<file path="src/rtl/gmii_rx_pkg.sv">
`timescale 1ns/1ps
package gmii_rx_pkg;

    typedef enum logic [0:0] {
        ST_IDLE    = 1'b0,
        ST_COLLECT = 1'b1
    } rx_state_e;

    // Event raised by the controller for one sampled cycle
    typedef struct packed {
        logic start;
        logic append;
        logic roll;
        logic finish;
    } rx_evt_t;

endpackage

</file>
<file path="src/rtl/gmii_rx_ctrl.sv">
`timescale 1ns/1ps
module gmii_rx_ctrl
    import gmii_rx_pkg::*;
(
    input  logic    clk,
    input  logic    rst_n,
    input  logic    dv,
    input  logic    word_full,
    output rx_evt_t evt
);

    rx_state_e state_q;
    rx_state_e state_d;

    always_ff @(posedge clk) begin
        if (!rst_n) begin
            state_q <= ST_IDLE;
        end else begin
            state_q <= state_d;
        end
    end

    always_comb begin
        state_d    = state_q;
        evt        = '0;
        unique case (state_q)
            ST_IDLE: begin
                if (dv) begin
                    evt.start = 1'b1;
                    state_d   = ST_COLLECT;
                end
            end
            ST_COLLECT: begin
                if (!dv) begin
                    evt.finish = 1'b1;
                    state_d    = ST_IDLE;
                end else if (word_full) begin
                    evt.roll   = 1'b1;
                end else begin
                    evt.append = 1'b1;
                end
            end
            default: begin
                state_d = ST_IDLE;
            end
        endcase
    end

endmodule

</file>
<file path="src/rtl/gmii_rx_lane_buf.sv">
`timescale 1ns/1ps
module gmii_rx_lane_buf
    import gmii_rx_pkg::*;
#(
    parameter int BYTE_W = 8,
    parameter int LANES  = 4,
    localparam int WORD_W = BYTE_W * LANES,
    localparam int CNT_W  = $clog2(LANES + 1)
) (
    input  logic              clk,
    input  logic              rst_n,
    input  logic [BYTE_W-1:0] byte_i,
    input  rx_evt_t           evt,
    output logic [WORD_W-1:0] word_o,
    output logic [CNT_W-1:0]  count_o,
    output logic              full_o
);

    logic [CNT_W-1:0] cnt_q;

    // Byte count of the word being built
    always_ff @(posedge clk) begin
        if (!rst_n) begin
            cnt_q <= '0;
        end else if (evt.start || evt.roll) begin
            cnt_q <= CNT_W'(1);
        end else if (evt.append) begin
            cnt_q <= cnt_q + CNT_W'(1);
        end
    end

    assign count_o = cnt_q;
    assign full_o  = (cnt_q == CNT_W'(LANES));

    // One register per byte lane; lane 0 is the most significant
    for (genvar g = 0; g < LANES; g++) begin : g_lane
        logic [BYTE_W-1:0] lane_q;

        always_ff @(posedge clk) begin
            if (!rst_n) begin
                lane_q <= '0;
            end else if (evt.start || evt.roll) begin
                lane_q <= (g == 0) ? byte_i : '0;
            end else if (evt.append && (cnt_q == CNT_W'(g))) begin
                lane_q <= byte_i;
            end
        end

        assign word_o[WORD_W-1-g*BYTE_W -: BYTE_W] = lane_q;
    end

endmodule

</file>
<file path="src/rtl/gmii_rx_err_latch.sv">
`timescale 1ns/1ps
module gmii_rx_err_latch
    import gmii_rx_pkg::*;
(
    input  logic    clk,
    input  logic    rst_n,
    input  logic    er,
    input  rx_evt_t evt,
    output logic    err_o
);

    logic err_q;

    always_ff @(posedge clk) begin
        if (!rst_n) begin
            err_q <= 1'b0;
        end else if (evt.start) begin
            err_q <= er;
        end else if (evt.append || evt.roll) begin
            err_q <= err_q | er;
        end
    end

    assign err_o = err_q;

endmodule

</file>
<file path="src/rtl/gmii_rx_packer.sv">
`timescale 1ns/1ps
module gmii_rx_packer
    import gmii_rx_pkg::*;
#(
    parameter int BYTE_W = 8,
    parameter int LANES  = 4,
    localparam int WORD_W  = BYTE_W * LANES,
    localparam int CNT_W   = $clog2(LANES + 1),
    localparam int EMPTY_W = $clog2(LANES)
) (
    input  logic               clk,
    input  logic               rst_n,
    input  logic [BYTE_W-1:0]  rx_byte,
    input  logic               rx_dv,
    input  logic               rx_er,
    output logic [WORD_W-1:0]  out_data,
    output logic               out_valid,
    output logic               out_sop,
    output logic               out_eop,
    output logic [EMPTY_W-1:0] out_empty,
    output logic               out_err
);

    rx_evt_t           evt;
    logic [WORD_W-1:0] word;
    logic [CNT_W-1:0]  count;
    logic              full;
    logic              err_seen;
    logic              sop_pend_q;

    gmii_rx_ctrl u_ctrl (
        .clk       (clk),
        .rst_n     (rst_n),
        .dv        (rx_dv),
        .word_full (full),
        .evt       (evt)
    );

    gmii_rx_lane_buf #(
        .BYTE_W (BYTE_W),
        .LANES  (LANES)
    ) u_buf (
        .clk     (clk),
        .rst_n   (rst_n),
        .byte_i  (rx_byte),
        .evt     (evt),
        .word_o  (word),
        .count_o (count),
        .full_o  (full)
    );

    gmii_rx_err_latch u_err (
        .clk   (clk),
        .rst_n (rst_n),
        .er    (rx_er),
        .evt   (evt),
        .err_o (err_seen)
    );

    // Start-of-packet belongs to the first word emitted after START
    always_ff @(posedge clk) begin
        if (!rst_n) begin
            sop_pend_q <= 1'b0;
        end else if (evt.start) begin
            sop_pend_q <= 1'b1;
        end else if (evt.roll || evt.finish) begin
            sop_pend_q <= 1'b0;
        end
    end

    // Output word register
    always_ff @(posedge clk) begin
        if (!rst_n) begin
            out_data  <= '0;
            out_valid <= 1'b0;
            out_sop   <= 1'b0;
            out_eop   <= 1'b0;
            out_empty <= '0;
            out_err   <= 1'b0;
        end else begin
            out_valid <= 1'b0;
            out_sop   <= 1'b0;
            out_eop   <= 1'b0;
            out_empty <= '0;
            out_err   <= 1'b0;
            if (evt.roll) begin
                out_data  <= word;
                out_valid <= 1'b1;
                out_sop   <= sop_pend_q;
            end else if (evt.finish) begin
                out_data  <= word;
                out_valid <= 1'b1;
                out_sop   <= sop_pend_q;
                out_eop   <= 1'b1;
                out_empty <= EMPTY_W'(LANES - int'(count));
                out_err   <= err_seen;
            end
        end
    end

endmodule

</file>
<file path="config.mk">
export PLATFORM = sky130hd
export DESIGN_NAME = gmii_rx_packer
export DESIGN_NICKNAME = d
export VERILOG_FILES = /design/src/rtl/gmii_rx_pkg.sv /design/src/rtl/gmii_rx_ctrl.sv /design/src/rtl/gmii_rx_lane_buf.sv /design/src/rtl/gmii_rx_err_latch.sv /design/src/rtl/gmii_rx_packer.sv
export SDC_FILE = /design/constraint.sdc
export NUM_CORES = 1
export LEC_CHECK = 0
export ABC_AREA = 1
export BUFFER_PORTS_ARGS = -buffer_cell sky130_fd_sc_hd__buf_2
export CORE_MARGIN = 3
export CORE_UTILIZATION = 55
export DETAILED_ROUTE_END_ITERATION = 16
export HOLD_SLACK_MARGIN = 0.06
export PLACE_DENSITY = 0.78
export SLEW_MARGIN = 20
export SYNTH_ARGS = -nofsm -noshare
export SYNTH_HDL_FRONTEND = slang
export SYNTH_HIERARCHICAL = 1
export SYNTH_SLANG_ARGS = --single-unit
</file>
<file path="constraint.sdc">
create_clock -name clk -period 2.2 [get_ports clk]
set_clock_uncertainty 0.15 [all_clocks]
set_input_delay 0 -clock clk [delete_from_list [all_inputs] [get_ports clk]]
set_output_delay 0 -clock clk [all_outputs]
set_load 0.03 [all_outputs]
</file>
==> reports/results.ini <==
[die]
fp.dieArea_um2 = 6550
die_x_um = 80.93
placement_rows = 26
io_pins = 50
core_um2 = 5270
die_height_um = 80.93
start_util_pct = 58.59

[worst_setup_path]
reg2reg_to = u_buf/g_lane[2].lane_q[1]
critPathRequiredTime_ns = 2.27
cp-endpoint = u_buf/g_lane[2].lane_q[1]
start_kind = register
cp_max_fo = 23
crit_arrival_ns = 2.04
cp-end-kind = register
crit_type = reg2reg
startpoint = u_buf/count_o[0]
r2r_slack_ns = 0.23
r2r_cells = 9
r2r_start = u_buf/count_o[0]

[drt]
vias = 2692
drc = 0
post_drt_via_cell_ratio = 4.773
drt_iter0_drc = 244
ant_nets = 0
dr.pass1.iters = 4
wirelength_um = 6484
wire_per_inst_um = 11.50

[yosys]
yosysUniqueCellTypes = 22
synthCells = 431
yosysTopAreaCell = dfxtp_1
yosys-top-cells-area = dfxtp_1 49%, nand2_1 14%, nor2_1 10%
ys_seq_area_share_pct = 49.27
synth_fp_nets = 448
synth_top_area_share_pct = 49.27
synth-seq-cells = 76
avgSynthCellArea_um2 = 7.165
synthesis.area_um2 = 3088
ys_warn_count = 6

[clock_tree]
cts.clk_slew.worst_paths_ns = 0.07
cts_setup_buffers = 0
clk_latency_ns = 0.34
clock-sinks = 76
cts_root_buf = clkbuf_8
clockBufferDepth = 2
htreeDepth = 3
cts_buffers = 9
cts_tree = done

[placement]
gp_congestion = 0.8286
portBuffers = 49
dpl_cell_area_um2 = 3364
post-dp-hpwl_um = 4139

[sta]
rsz0062_at_grt = no
fmax_ghz = 0.5088
fin_crit_sh_pct = 89.34
worst_pin_slew_ns = 0.4650
period_needed_ns = 1.965
drv_slew = 0
hold_viol = 0
relSlewSlack_pct = 69.00
tns_ns = 0
setup_viol = 0

[pwr]
peakVddDrop_v = 0.0004882
pwr_density_cell_nw_per_um2 = 818.2
leakage_nw = 1.889

[global_route]
grt_usage_pct = 22.04
gr-total-overflow = 0
grt_max_degree = 41
grt_pass1_vias = 2537
antenna_found_initial = 0
grt_pass1_wl_um = 11180

[worst_hold_path]
worst_hold_path_type = reg2reg

[cells_and_area]
stdcell_area_um2 = 3752
nets = 506
antenna_cells = 0
layout-drive-gt1-share_pct = 16.60
fillers = 448
area_growth_pct = 21.52

[run_status]
status = complete, no violations

[job]
maxCapViolCount = 0

==> what timing repair did <==
action / in CTS / in global routing
endpoints found under the setup margin: 0 / 10
resized for setup: 0 / 4
hold endpoints to repair: 53 / 0
hold buffers: 12 / 0
==> registers in the layout, summed over array words and instances, names as in the netlist <==
register             flops
out_eop                  1
out_data                32
u_buf/g_lane.lane_q     32
u_err/err_o              1
out_valid                1
out_err                  1
u_buf/count_o            3
u_ctrl/state_q           1
sop_pend_q               1
out_empty                2
out_sop                  1
==> critical path, cell delays in order (launching register included) <==
cell	delay [ns]
dfxtp_1	0.33
inv_1	0.07
ha_1	0.25
nand2_1	0.08
inv_1	0.05
nor2_1	0.23
buf_12	0.20
nand3_1	0.27
nand2_1	0.14
a21oi_1	0.08
==> synthesized netlist by cell type, drive strengths merged <==
cell type  number
a21oi          36
buf            18
clkbuf          4
dfxtp          76
ha              5
inv            58
nand2         117
nand3          11
nand4          16
nor2           85
nor3b           1
o21ai           2
or2             1
xnor2           1
==> worst min path at each step <==
| stage | start | endpoint | slack, ns | depth (start not counted) |
|---|---|---|---|---|
| detailed placement | rx_dv | u_ctrl/state_q | 0.09 | 3 |
| global placement | rx_dv | u_ctrl/state_q | 0.08 | 3 |
| finish | u_err/err_o | out_err | 0.28 | 2 |
| global route | u_err/err_o | out_err | 0.29 | 2 |
| floorplan | rx_dv | u_ctrl/state_q | -0.06 | 2 |
| CTS | u_err/err_o | out_err | 0.28 | 2 |
==> report_power, final <==
group | switching (W) | internal (W)
combinational | 0.000217 | 0.000107
clock | 0.000483 | 0.000814
sequential | 0.0000229 | 0.00143
total | 0.000723 | 0.00235
==> layer usage <==
layer  track usage (%)  routed length, um  vias up
met5                 0                  0        -
met4             10.64                132        0
met3             4.767                322       15
met2             36.37               3036       69
met1             27.26               2992     1182
li1                  -                  -     1426
==> stage by stage <==
stage	setup slack [ns]	std cells	power, W	hold WS [ns]	util [%]
after CTS	0.1793	564	0.003095	0.2802	70.87
after global placement	0.2755	536	0.001774	0.08253	63.84
after global routing	0.04638	564	0.003195	0.2950	71.20
after detailed placement	0.2055	536	0.001781	0.09490	63.84
final	0.2346	564	0.003070	0.2760	71.20
after floorplan	0.3175	431	0.001701	-0.05655	-
==> cell type report <==
cell class / count / area [um^2] / share of cell area, %
Multi-Input combinational cell: 275 / 1237 / 32.98
Inverter: 58 / 217.7 / 5.802
Timing Repair Buffer: 69 / 437.9 / 11.67
Sequential cell: 76 / 1521 / 40.55
Clock inverter: 4 / 95.09 / 2.534
Clock buffer: 12 / 155.1 / 4.135
Tap cell: 70 / 87.58 / 2.334
==> kinds of logic after synthesis <==
| group | Yosys count | synth area share, % |
|---|---|---|
| compound gates | 38 | 6.281 |
| xor+xnor | 1 | 0.2837 |
| fa+ha+maj | 5 | 2.026 |
| buf+inv | 80 | 11.39 |
| flops | 76 | 49.27 |
| simple gates | 231 | 30.75 |
==> cell usage in the layout, fill, tap and decap left out <==
cell / instances
nand2_1: 115
nor2_1: 82
dfxtp_1: 76
inv_1: 57
buf_2: 49
a21oi_1: 35
nand4_1: 16
dlygate4sd3_1: 12
clkbuf_8: 11
nand3_1: 10
buf_4: 7
ha_1: 5
bufinv_16: 3
nor2_4: 2
o21ai_0: 2
nor3b_2: 1
xnor2_1: 1
clkbuf_1: 1
clkinv_2: 1
nand2_2: 1
inv_2: 1
nand2_4: 1
nand3_4: 1
or2_2: 1
buf_12: 1
nor2_2: 1
a21oi_2: 1
No activity file was read; power rests on OpenSTA's default activity.
